### config.mk
export PLATFORM = sky130hd
export DESIGN_NAME = fsd_frame_sync
export DESIGN_NICKNAME = d
export VERILOG_FILES = /design/src/rtl/fsd_pkg.sv /design/src/rtl/fsd_sync_match.sv /design/src/rtl/fsd_frame_ctrl.sv /design/src/rtl/fsd_bi_vote.sv /design/src/rtl/fsd_frame_sync.sv
export SDC_FILE = /design/constraint.sdc
export NUM_CORES = 1
export LEC_CHECK = 0
export ABC_AREA = 1
export BUFFER_PORTS_ARGS = -buffer_cell sky130_fd_sc_hd__buf_2
export CAP_MARGIN = 0
export CORE_MARGIN = 2
export CORE_UTILIZATION = 45
export CTS_BUF_LIST = sky130_fd_sc_hd__clkbuf_4 sky130_fd_sc_hd__clkbuf_8
export DETAILED_ROUTE_END_ITERATION = 7
export PLACE_DENSITY = 0.7
export SYNTH_ARGS = -nofsm -noshare
export SYNTH_HDL_FRONTEND = slang
export SYNTH_SLANG_ARGS = --single-unit
export TNS_END_PERCENT = 10
### constraint.sdc
create_clock -name clk -period 2.45 [get_ports clk]
set_input_delay 0.49 -clock clk [delete_from_list [all_inputs] [get_ports clk]]
set_output_delay 0.49 -clock clk [all_outputs]
set_load 0.01 [all_outputs]
### src/rtl/fsd_pkg.sv
package fsd_pkg;
   typedef enum logic [1:0] {
      FS_SEARCH = 2'd0,
      FS_PEND   = 2'd1,
      FS_LOCK   = 2'd2
   } fs_state_t;
endpackage

### src/rtl/fsd_sync_match.sv
module fsd_sync_match #(
   parameter int                  SYNC_LEN  = 11,
   parameter logic [SYNC_LEN-1:0] SYNC_WORD = 11'b11100010010
) (
   input  logic clk,
   input  logic rst,
   input  logic bit_en,
   input  logic bit_in,
   output logic match
);
   localparam int HIST_W = SYNC_LEN - 1;

   logic [HIST_W-1:0] hist_q;
   logic [SYNC_LEN-1:0] window;

   // the incoming bit completes the window; earliest bit sits in the MSB
   assign window = {hist_q, bit_in};
   assign match  = bit_en && (window == SYNC_WORD);

   always_ff @(posedge clk) begin
      if (rst)
         hist_q <= '0;
      else if (bit_en)
         hist_q <= window[HIST_W-1:0];
   end
endmodule

### src/rtl/fsd_frame_ctrl.sv
module fsd_frame_ctrl
   import fsd_pkg::*;
#(
   parameter int CTRL_PERIOD  = 463,
   parameter int VOICE_PERIOD = 88,
   parameter int CTRL_MISSES  = 5,
   parameter int VOICE_MISSES = 2,
   parameter int BI_SPACING   = 11
) (
   input  logic clk,
   input  logic rst,
   input  logic bit_en,
   input  logic voice_mode,
   input  logic match,
   output logic locked,
   output logic sync_strobe,
   output logic frame_start,
   output logic bi_sample
);
   localparam int MAX_PERIOD = (CTRL_PERIOD > VOICE_PERIOD) ? CTRL_PERIOD : VOICE_PERIOD;
   localparam int MAX_MISSES = (CTRL_MISSES > VOICE_MISSES) ? CTRL_MISSES : VOICE_MISSES;
   localparam int CNT_W      = $clog2(MAX_PERIOD + 1);
   localparam int MISS_W     = $clog2(MAX_MISSES + 1);
   localparam int BI_W       = $clog2(BI_SPACING + 1);

   localparam logic [CNT_W-1:0]  CTRL_LAST  = CNT_W'(CTRL_PERIOD - 1);
   localparam logic [CNT_W-1:0]  VOICE_LAST = CNT_W'(VOICE_PERIOD - 1);
   localparam logic [MISS_W-1:0] CTRL_FINAL = MISS_W'(CTRL_MISSES - 1);
   localparam logic [MISS_W-1:0] VOICE_FINAL = MISS_W'(VOICE_MISSES - 1);
   localparam logic [BI_W-1:0]   BI_LAST    = BI_W'(BI_SPACING - 1);

   fs_state_t         state_q;
   logic [CNT_W-1:0]  pos_q;
   logic [MISS_W-1:0] miss_q;
   logic [BI_W-1:0]   phase_q;

   logic [CNT_W-1:0]  pos_last;
   logic [MISS_W-1:0] miss_final;
   logic              at_expect;

   assign pos_last   = voice_mode ? VOICE_LAST : CTRL_LAST;
   assign miss_final = voice_mode ? VOICE_FINAL : CTRL_FINAL;
   assign at_expect  = (pos_q >= pos_last);
   assign locked     = (state_q == FS_LOCK);
   assign bi_sample  = bit_en && locked && !voice_mode && !at_expect && (phase_q == '0);

   always_ff @(posedge clk) begin
      if (rst) begin
         state_q     <= FS_SEARCH;
         pos_q       <= '0;
         miss_q      <= '0;
         phase_q     <= '0;
         sync_strobe <= 1'b0;
         frame_start <= 1'b0;
      end else begin
         sync_strobe <= 1'b0;
         frame_start <= 1'b0;
         if (bit_en) begin
            pos_q   <= pos_q + 1'b1;
            phase_q <= (phase_q == BI_LAST) ? '0 : phase_q + 1'b1;
            case (state_q)
               FS_SEARCH: begin
                  if (match) begin
                     state_q     <= FS_PEND;
                     pos_q       <= '0;
                     sync_strobe <= 1'b1;
                  end
               end
               FS_PEND: begin
                  if (at_expect) begin
                     if (match) begin
                        state_q     <= FS_LOCK;
                        pos_q       <= '0;
                        phase_q     <= '0;
                        miss_q      <= '0;
                        sync_strobe <= 1'b1;
                        frame_start <= 1'b1;
                     end else begin
                        state_q <= FS_SEARCH;
                     end
                  end else if (match) begin
                     pos_q       <= '0;
                     sync_strobe <= 1'b1;
                  end
               end
               FS_LOCK: begin
                  if (at_expect) begin
                     pos_q   <= '0;
                     phase_q <= '0;
                     if (match) begin
                        miss_q      <= '0;
                        sync_strobe <= 1'b1;
                        frame_start <= 1'b1;
                     end else if (miss_q >= miss_final) begin
                        state_q <= FS_SEARCH;
                        miss_q  <= '0;
                     end else begin
                        miss_q      <= miss_q + 1'b1;
                        frame_start <= 1'b1;
                     end
                  end
               end
               default: state_q <= FS_SEARCH;
            endcase
         end
      end
   end
endmodule

### src/rtl/fsd_bi_vote.sv
module fsd_bi_vote #(
   parameter int VOTE_DEPTH = 3
) (
   input  logic clk,
   input  logic rst,
   input  logic bi_sample,
   input  logic bit_in,
   output logic busy
);
   logic [VOTE_DEPTH-1:0] hist_q;

   always_ff @(posedge clk) begin
      if (rst)
         hist_q <= '0;
      else if (bi_sample)
         hist_q <= {hist_q[VOTE_DEPTH-2:0], bit_in};
   end

   generate
      if (VOTE_DEPTH == 3) begin : g_vote3
         assign busy = (hist_q[0] & hist_q[1]) | (hist_q[0] & hist_q[2]) |
                       (hist_q[1] & hist_q[2]);
      end else begin : g_voten
         assign busy = ($countones(hist_q) > (VOTE_DEPTH / 2));
      end
   endgenerate
endmodule

### src/rtl/fsd_frame_sync.sv
module fsd_frame_sync #(
   parameter int                  SYNC_LEN     = 11,
   parameter logic [SYNC_LEN-1:0] SYNC_WORD    = 11'b11100010010,
   parameter int                  CTRL_PERIOD  = 463,
   parameter int                  VOICE_PERIOD = 88,
   parameter int                  CTRL_MISSES  = 5,
   parameter int                  VOICE_MISSES = 2,
   parameter int                  BI_SPACING   = 11,
   parameter int                  VOTE_DEPTH   = 3
) (
   input  logic clk,
   input  logic rst,
   input  logic bit_en,
   input  logic bit_in,
   input  logic voice_mode,
   output logic locked,
   output logic sync_strobe,
   output logic frame_start,
   output logic busy_status
);
   generate
      if (SYNC_LEN < 2) begin : g_bad_len
         $error("SYNC_LEN must be at least 2");
      end
      if (CTRL_PERIOD <= SYNC_LEN || VOICE_PERIOD <= SYNC_LEN) begin : g_bad_period
         $error("frame periods must exceed the sync word length");
      end
      if (CTRL_MISSES < 1 || VOICE_MISSES < 1) begin : g_bad_miss
         $error("miss limits must be at least 1");
      end
      if (BI_SPACING < 1) begin : g_bad_spacing
         $error("BI_SPACING must be at least 1");
      end
      if (VOTE_DEPTH < 3 || (VOTE_DEPTH % 2) == 0) begin : g_bad_vote
         $error("VOTE_DEPTH must be odd and at least 3");
      end
   endgenerate

   logic match;
   logic bi_sample;

   fsd_sync_match #(
      .SYNC_LEN (SYNC_LEN),
      .SYNC_WORD(SYNC_WORD)
   ) u_match (
      .clk   (clk),
      .rst   (rst),
      .bit_en(bit_en),
      .bit_in(bit_in),
      .match (match)
   );

   fsd_frame_ctrl #(
      .CTRL_PERIOD (CTRL_PERIOD),
      .VOICE_PERIOD(VOICE_PERIOD),
      .CTRL_MISSES (CTRL_MISSES),
      .VOICE_MISSES(VOICE_MISSES),
      .BI_SPACING  (BI_SPACING)
   ) u_ctrl (
      .clk        (clk),
      .rst        (rst),
      .bit_en     (bit_en),
      .voice_mode (voice_mode),
      .match      (match),
      .locked     (locked),
      .sync_strobe(sync_strobe),
      .frame_start(frame_start),
      .bi_sample  (bi_sample)
   );

   fsd_bi_vote #(
      .VOTE_DEPTH(VOTE_DEPTH)
   ) u_vote (
      .clk      (clk),
      .rst      (rst),
      .bi_sample(bi_sample),
      .bit_in   (bit_in),
      .busy     (busy_status)
   );
endmodule

==> results_dict.tcl, run 1 <==
set metrics [dict create \
    status "completed" \
    synth_seq_cells 33 \
    worstPathArrival_ps 1960 \
    ys_types 28 \
    io_buffers 8 \
    start_kind "input pin" \
    cp.required_ps 2610 \
    yosysMostFrequentCell "nand2_1" \
    initial_core_util_pct 47.1 \
    grt_pass1_vias 1467 \
    grt_setup_unrepaired "no" \
    p_comb_share_pct 14.7 \
    die_y_um 69.0 \
    clockPowerShare_pct 35.9 \
    clock_latency_ps 280 \
    critPathMaxFanout 7 \
    fmax_ghz 0.555 \
    postSynth.asyncResetShare_pct 0 \
    via_per_inst 4.99 \
    clk_pin_slew_worst_paths_ps 60 \
    core-area_um2 4030 \
    final.period_utilization_pct 73.5 \
    grt_use_total_pct 18.0 \
    layout-drive-gt1-share_pct 11.6 \
    swShare_pct 27.5 \
    synth_edf_count 0 \
    antenna-diode-count 0 \
    p_seq_share_pct 49.3 \
    seq_area_frac_synth_pct 34.8 \
    postCtsSetupBuffers 0 \
    die_x_um 69.0 \
    yosysWarnings 0 \
    antenna_found_initial 0 \
    syn-num-nets 287 \
    root_buffer "clkbuf_8" \
    drc 0 \
    power.leakage_nw 0.941 \
    relSlewSlack_pct 65.2 \
    worst_slew_pin_slew_ps 522 \
    rows 23 \
    place.gp.congestion 0.808 \
    syn_area_um2 1900 \
    min_period_ps 1800 \
    num_vias 1627 \
    routedWlPerCell_um 11.3 \
    globalRouteOverflowTotal 0 \
    drt_iter0_drc 54 \
    cts.sink_count 33 \
    hold_class "register to register" \
    first_pass_iters 4 \
    p_int_mw 0.858 \
    p_sw_mw 0.326 \
    crit_path_end_kind "register" \
    skew_ps 8.75 \
    grt_pass1_wl_um 6230 \
    ys.flop_type "dfxtp_1" \
    avgSynthCellArea_um2 7.14 \
    antenna_left 0 \
    dieArea_um2 4760 \
    netlist.area_leader.share_pct 34.8 \
    grt_max_degree 22 \
    setup_violations 0 \
    cts_resized 0 \
    setup_tns_ps 0 \
    max-vdd-ir-drop_uv 343 \
    ios 9 \
    cts_tree "done" \
    cts-buffers-inserted 5 \
    synth_area_leaders "dfxtp_1 (35%), nand2_1 (12%), ha_1 (11%), inv_1 (6.5%), nor2_1 (6.1%)" \
    max-clock-path-buffers 2 \
    yosysTopAreaCell "dfxtp_1" \
    final_core_util_pct 51.3 \
    netlist_top_cells_count "nand2_1 (60), dfxtp_1 (33), inv_1 (33), nor2_1 (31), a21oi_1 (23)" \
    criticalPathCategory "input pin to register" \
    cts-hold-fix-buffers 0 \
    hold_viol 0 \
    area_growth_pct 8.89 \
    ctsHtreeMaxLevel 2 \
    synthCells 266 \
    drt_wl_total_um 3690 \
    nNetsFinal 297 \
    slew_viol_final 0 \
    maxCapViolations 0 \
    p_per_area_nw_per_um2 572 \
    hpwlAfterDp_um 2750 \
]
-- per-stage QoR --
| step | hold slack, ps | instance area, um^2 | cells | setup slack (ps) | power (mW) |
|---|---|---|---|---|---|
| after floorplan | 443 | 1900 | 266 | 764 | 0.731 |
| after global placement | 451 | 1980 | 319 | 398 | 0.768 |
| after detailed placement | 457 | 1980 | 319 | 380 | 0.771 |
| after CTS | 465 | 2070 | 326 | 671 | 1.20 |
| after global routing | 504 | 2070 | 326 | 497 | 1.25 |
| final | 466 | 2070 | 326 | 649 | 1.18 |
-- path summary, 6_finish.rpt --
check / startpoint / endpoint / slack (ps) / cells after the start
worst max-delay path: voice_mode / u_vote.hist_q[1]$_SDFFE_PP0P_ / 650 / 11
worst min register to register: u_vote.hist_q[2]$_SDFFE_PP0P_ / u_vote.hist_q[2]$_SDFFE_PP0P_ / 470 / 2
worst max register to register: u_ctrl.pos_q[0]$_SDFFE_PP0P_ / u_vote.hist_q[1]$_SDFFE_PP0P_ / 680 / 12
worst min-delay path: u_vote.hist_q[2]$_SDFFE_PP0P_ / u_vote.hist_q[2]$_SDFFE_PP0P_ / 470 / 2
-- area by class of cell --
cell class,instances,area (um^2)
Fill cell,396,1960
Tap cell,50,62.6
Clock buffer,7,90.1
Inverter,34,128
Multi-Input combinational cell,193,1080
Timing Repair Buffer,9,47.5
Sequential cell,33,661
-- worst max-delay path, cell delays in order --
cell and delay [ps]:
buf_2 160, inv_1 90, ha_1 320, a21oi_1 160, nand2_1 60, nand2_1 100
nand3_2 140, inv_1 170, nand2_1 110, nand2_1 80, a21oi_1 60
-- sequential cells by signal, indices dropped and copies added, names as in the netlist --
name / flops
u_ctrl.frame_start: 1
u_ctrl.miss_q: 3
u_ctrl.phase_q: 4
u_ctrl.pos_q: 9
u_ctrl.state_q: 2
u_ctrl.sync_strobe: 1
u_match.hist_q: 10
u_vote.hist_q: 3
-- power groups by stage --
stage                     sequential, mW  combinational, mW  clock [mW]
after floorplan                    0.590              0.141           0
final                              0.584              0.174       0.425
after detailed placement           0.596              0.175           0
after CTS                          0.584              0.176       0.439
after global placement             0.595              0.172           0
after global routing               0.588              0.203       0.457
-- layer usage --
metal  part of all wire, %  vias up  wire length (um)  track usage, %
met5                     0        -                 0               0
met4                   1.6        0                59            6.62
met3                   4.8        5               178            5.52
met2                    47       39              1740            31.1
met1                    46      712              1710            20.9
li1                      -      871                 -               -
-- cells in the final DEF (no fill, tap or decap), types with 3 or more instances in the layout --
cell type	instances
nand2_1	60
inv_1	33
dfxtp_1	33
nor2_1	31
a21oi_1	23
nand3_1	17
ha_1	16
o21ai_0	12
buf_2	8
clkbuf_8	6
xor2_1	5
nor2_2	4
nand4_1	4
nand3_2	3
nand2_2	3
nor3_1	3
xnor2_1	3
-- logic make-up after synthesis --
family | synth area share (%)
adders and majority gates | 11.1
DFF | 34.8
xor gates and xnor gates | 3.69
and+or+nand+nor | 31.2
AOI/OAI and AO/OA | 10.9
buffers and inverters | 8.37
Power figures use the tool's default switching activity.
==> inputs of run 2 (changes only) <==
- ABC_AREA: 1 -> 0
- PLACE_DENSITY: 0.7 -> 0.71
- clock period: 2.45 -> 1.7 ns (I/O delays scaled with it)
==> results_dict.tcl, run 2 <==
set metrics [dict create \
    status "complete, but fails checks" \
    violations "negative setup slack" \
    cp.buffers_inverters 2 \
    grt_util_met2_pct 31.0 \
    crit_end "u_ctrl.phase_q[0]$_SDFFE_PP0P_" \
    nNetsFinal 270 \
    hold_viol 0 \
    grt_pass1_vias 1437 \
    netlist_top_cells_count "dfxtp_1 (33), nor2_1 (27), ha_1 (16), inv_1 (14)" \
    globalRouteOverflowTotal 0 \
    clock_latency_ps 290 \
    p_per_area_nw_per_um2 613 \
    r2r-start "u_ctrl.pos_q[7]$_SDFFE_PP0P_" \
    layout-drive-gt1-share_pct 38.4 \
    relSlewSlack_pct 74.5 \
    ff2ff_setup_slack_ps -330 \
    avgSynthCellArea_um2 9.21 \
    cp_slowest_cell "dfxtp_2" \
    antenna_found_initial 0 \
    syn-num-nets 220 \
    reg2reg_to "u_ctrl.phase_q[0]$_SDFFE_PP0P_" \
    ctsHtreeMaxLevel 2 \
    p_sw_mw 0.395 \
    grt_pass1_wl_um 6600 \
    place.gp.congestion 0.859 \
    p_int_mw 1.14 \
    critPathLaunch "u_ctrl.pos_q[7]$_SDFFE_PP0P_" \
    num_vias 1618 \
    io_buffers 8 \
    crit_path_end_kind "register" \
    clk_pin_slew_worst_paths_ps 70 \
    criticalPathCategory "register to register" \
    synth_seq_cells 33 \
    cp_slowest_stage_delay_ps 340 \
    drc 0 \
    worstPathArrival_ps 2220 \
    yosysTopAreaCell "dfxtp_1" \
    min_period_ps 2030 \
    cts_tree "done" \
    drt_wl_total_um 4400 \
    crit_family "compound AO/OA/AOI/OAI gates" \
    cts.sink_count 33 \
    rows 23 \
    die_x_um 67.8 \
    worst_slack_ps -329 \
    cpMostUsedCell "buf_4" \
    swShare_pct 25.7 \
    fmax_ghz 0.493 \
    skew_ps 4.81 \
    grt_setup_unrepaired "yes" \
    drt_iter0_drc 95 \
    start_kind "register" \
    core-area_um2 3970 \
    synth_edf_count 0 \
    critPathMaxFanout 3 \
    max-clock-path-buffers 2 \
    ff2ff_path_depth 8 \
    hold_ws_ps 264 \
    met3_usage_pct 5.10 \
    crit_chain "ha_4, nand4b_1, buf_4, o221ai_4, buf_4, o211a_1, nor3_2, mux2_4" \
    fin_area_um2 2510 \
    final.period_utilization_pct 119 \
    yosysMostFrequentCell "dfxtp_1" \
    synthCells 199 \
    max-vdd-ir-drop_uv 460 \
    clockPowerShare_pct 37.8 \
    cp_num_cells 8 \
    largest-register "u_match.hist_q" \
    area_growth_pct 36.9 \
    p_seq_share_pct 51.7 \
    initial_core_util_pct 46.2 \
    yosysWarnings 0 \
    largest_register_ffs 10 \
    netlist.area_leader.share_pct 36.0 \
    hold_class "input pin to register" \
    dieArea_um2 4600 \
    grt_max_degree 25 \
    reg_top3 "u_match.hist_q: 10 flops, u_ctrl.pos_q: 9 flops, u_ctrl.phase_q: 4 flops" \
    syn_area_um2 1830 \
    met1_usage_pct 25.4 \
    worst_slew_pin_slew_ps 382 \
    synth_area_leaders "dfxtp_1 (36%), ha_1 (11%), mux2i_1 (7.1%), nor2_1 (5.5%), inv_1 (2.9%)" \
    hpwlAfterDp_um 2870 \
    antenna-diode-count 0 \
    ios 9 \
    routedWlPerCell_um 14.7 \
    slew_viol_final 0 \
    setup_violations 23 \
    final_common_cell "buf_4" \
    maxCapViolations 0 \
    grt_use_total_pct 19.5 \
    die_y_um 67.8 \
    postSynth.asyncResetShare_pct 0 \
    via_per_inst 5.39 \
    ys_types 47 \
    top_usage_layer "met2" \
    p_comb_share_pct 10.5 \
    power.leakage_nw 1.06 \
    cts-buffers-inserted 5 \
    place_area_um2 2270 \
    seq_area_frac_synth_pct 36.0 \
    first_pass_iters 4 \
    final_cell_mix "buf_4 (36), dfxtp_1 (27), nor2_1 (24)" \
    root_buffer "clkbuf_8" \
    ys.flop_type "dfxtp_1" \
    antenna_left 0 \
    cp.required_ps 1890 \
]
-- run 2: cell count changes after synthesis, sizes merged, moves of 3 or more --
cell / before / now
a21oi: 23 / 6
inv: 34 / 14
mux2i: 0 / 13
nand2: 64 / 13
nand2b: 0 / 3
nand3: 20 / 10
nor2: 36 / 27
o21ai: 12 / 8
o221ai: 0 / 3
or3: 0 / 4
-- run 2: what timing repair did --
action                     CTS  global route
setup endpoints to repair   23            23
resized for setup            9            20
cloned                       0             0
buffers inserted             1             2
pin swaps                    9            12
hold buffers                 0             0
-- run 2: logic make-up (layout without fill, tap and decap cells) --
group,count (synthesis),after routing,synth area share (%)
buffers and inverters,19,70,4.03
AOI/OAI and AO/OA,34,34,15.8
adders and majority gates,17,17,11.5
and+or+nand+nor,74,74,21.1
muxes,14,14,7.71
xor gates and xnor gates,8,8,3.82
DFF,33,33,36.0
-- run 2: worst min-delay path by stage --
stage / to / cells past startpoint / start / slack (ps)
after floorplan: u_vote.hist_q[2]$_SDFFE_PP0P_ / 2 / u_vote.hist_q[1]$_SDFFE_PP0P_ / 450
after CTS: u_ctrl.pos_q[1]$_SDFFE_PP0P_ / 2 / rst / 260
after global placement: u_vote.hist_q[1]$_SDFFE_PP0P_ / 2 / u_vote.hist_q[0]$_SDFFE_PP0P_ / 470
final: u_ctrl.pos_q[1]$_SDFFE_PP0P_ / 2 / rst / 260
after detailed placement: u_vote.hist_q[2]$_SDFFE_PP0P_ / 2 / u_vote.hist_q[2]$_SDFFE_PP0P_ / 480
after global routing: u_ctrl.pos_q[1]$_SDFFE_PP0P_ / 2 / rst / 280
-- run 2: cell type report --
type,count,area (um^2)
clock inverter,3,17.5
inverter,14,60.1
clock buffer,5,68.8
tap,50,62.6
multi-input combinational,147,1270
fill,321,1460
sequential,33,668
timing repair buffer,48,367
-- run 2: metal layers --
layer	share of wire, %	routed length, um	up-vias
met3	3.3	143	8
met4	1.5	67	0
met5	0	0	-
li1	-	-	821
met2	48	2130	25
met1	47	2060	764
-- run 2: stage by stage --
step / setup TNS, ps / setup slack (ps) / util (%) / power, mW / instances
4_1_cts: -4740 / -289 / 60.7 / 1.54 / 298
3_5_place_dp: -11250 / -635 / 57.2 / 0.957 / 289
5_1_grt: -7550 / -391 / 63.2 / 1.60 / 300
2_1_floorplan: -3020 / -251 / - / 0.899 / 199
3_3_place_gp: -10420 / -584 / 57.2 / 0.956 / 289
6_report: -5550 / -329 / 63.2 / 1.54 / 300
-- run 2: power by group through the flow --
stage	sequential, mW	combinational [mW]	clock, mW
CTS	0.794	0.149	0.600
finish	0.795	0.162	0.582
global route	0.796	0.176	0.629
floorplan	0.813	0.0852	0
detailed placement	0.812	0.145	0
global placement	0.812	0.144	0
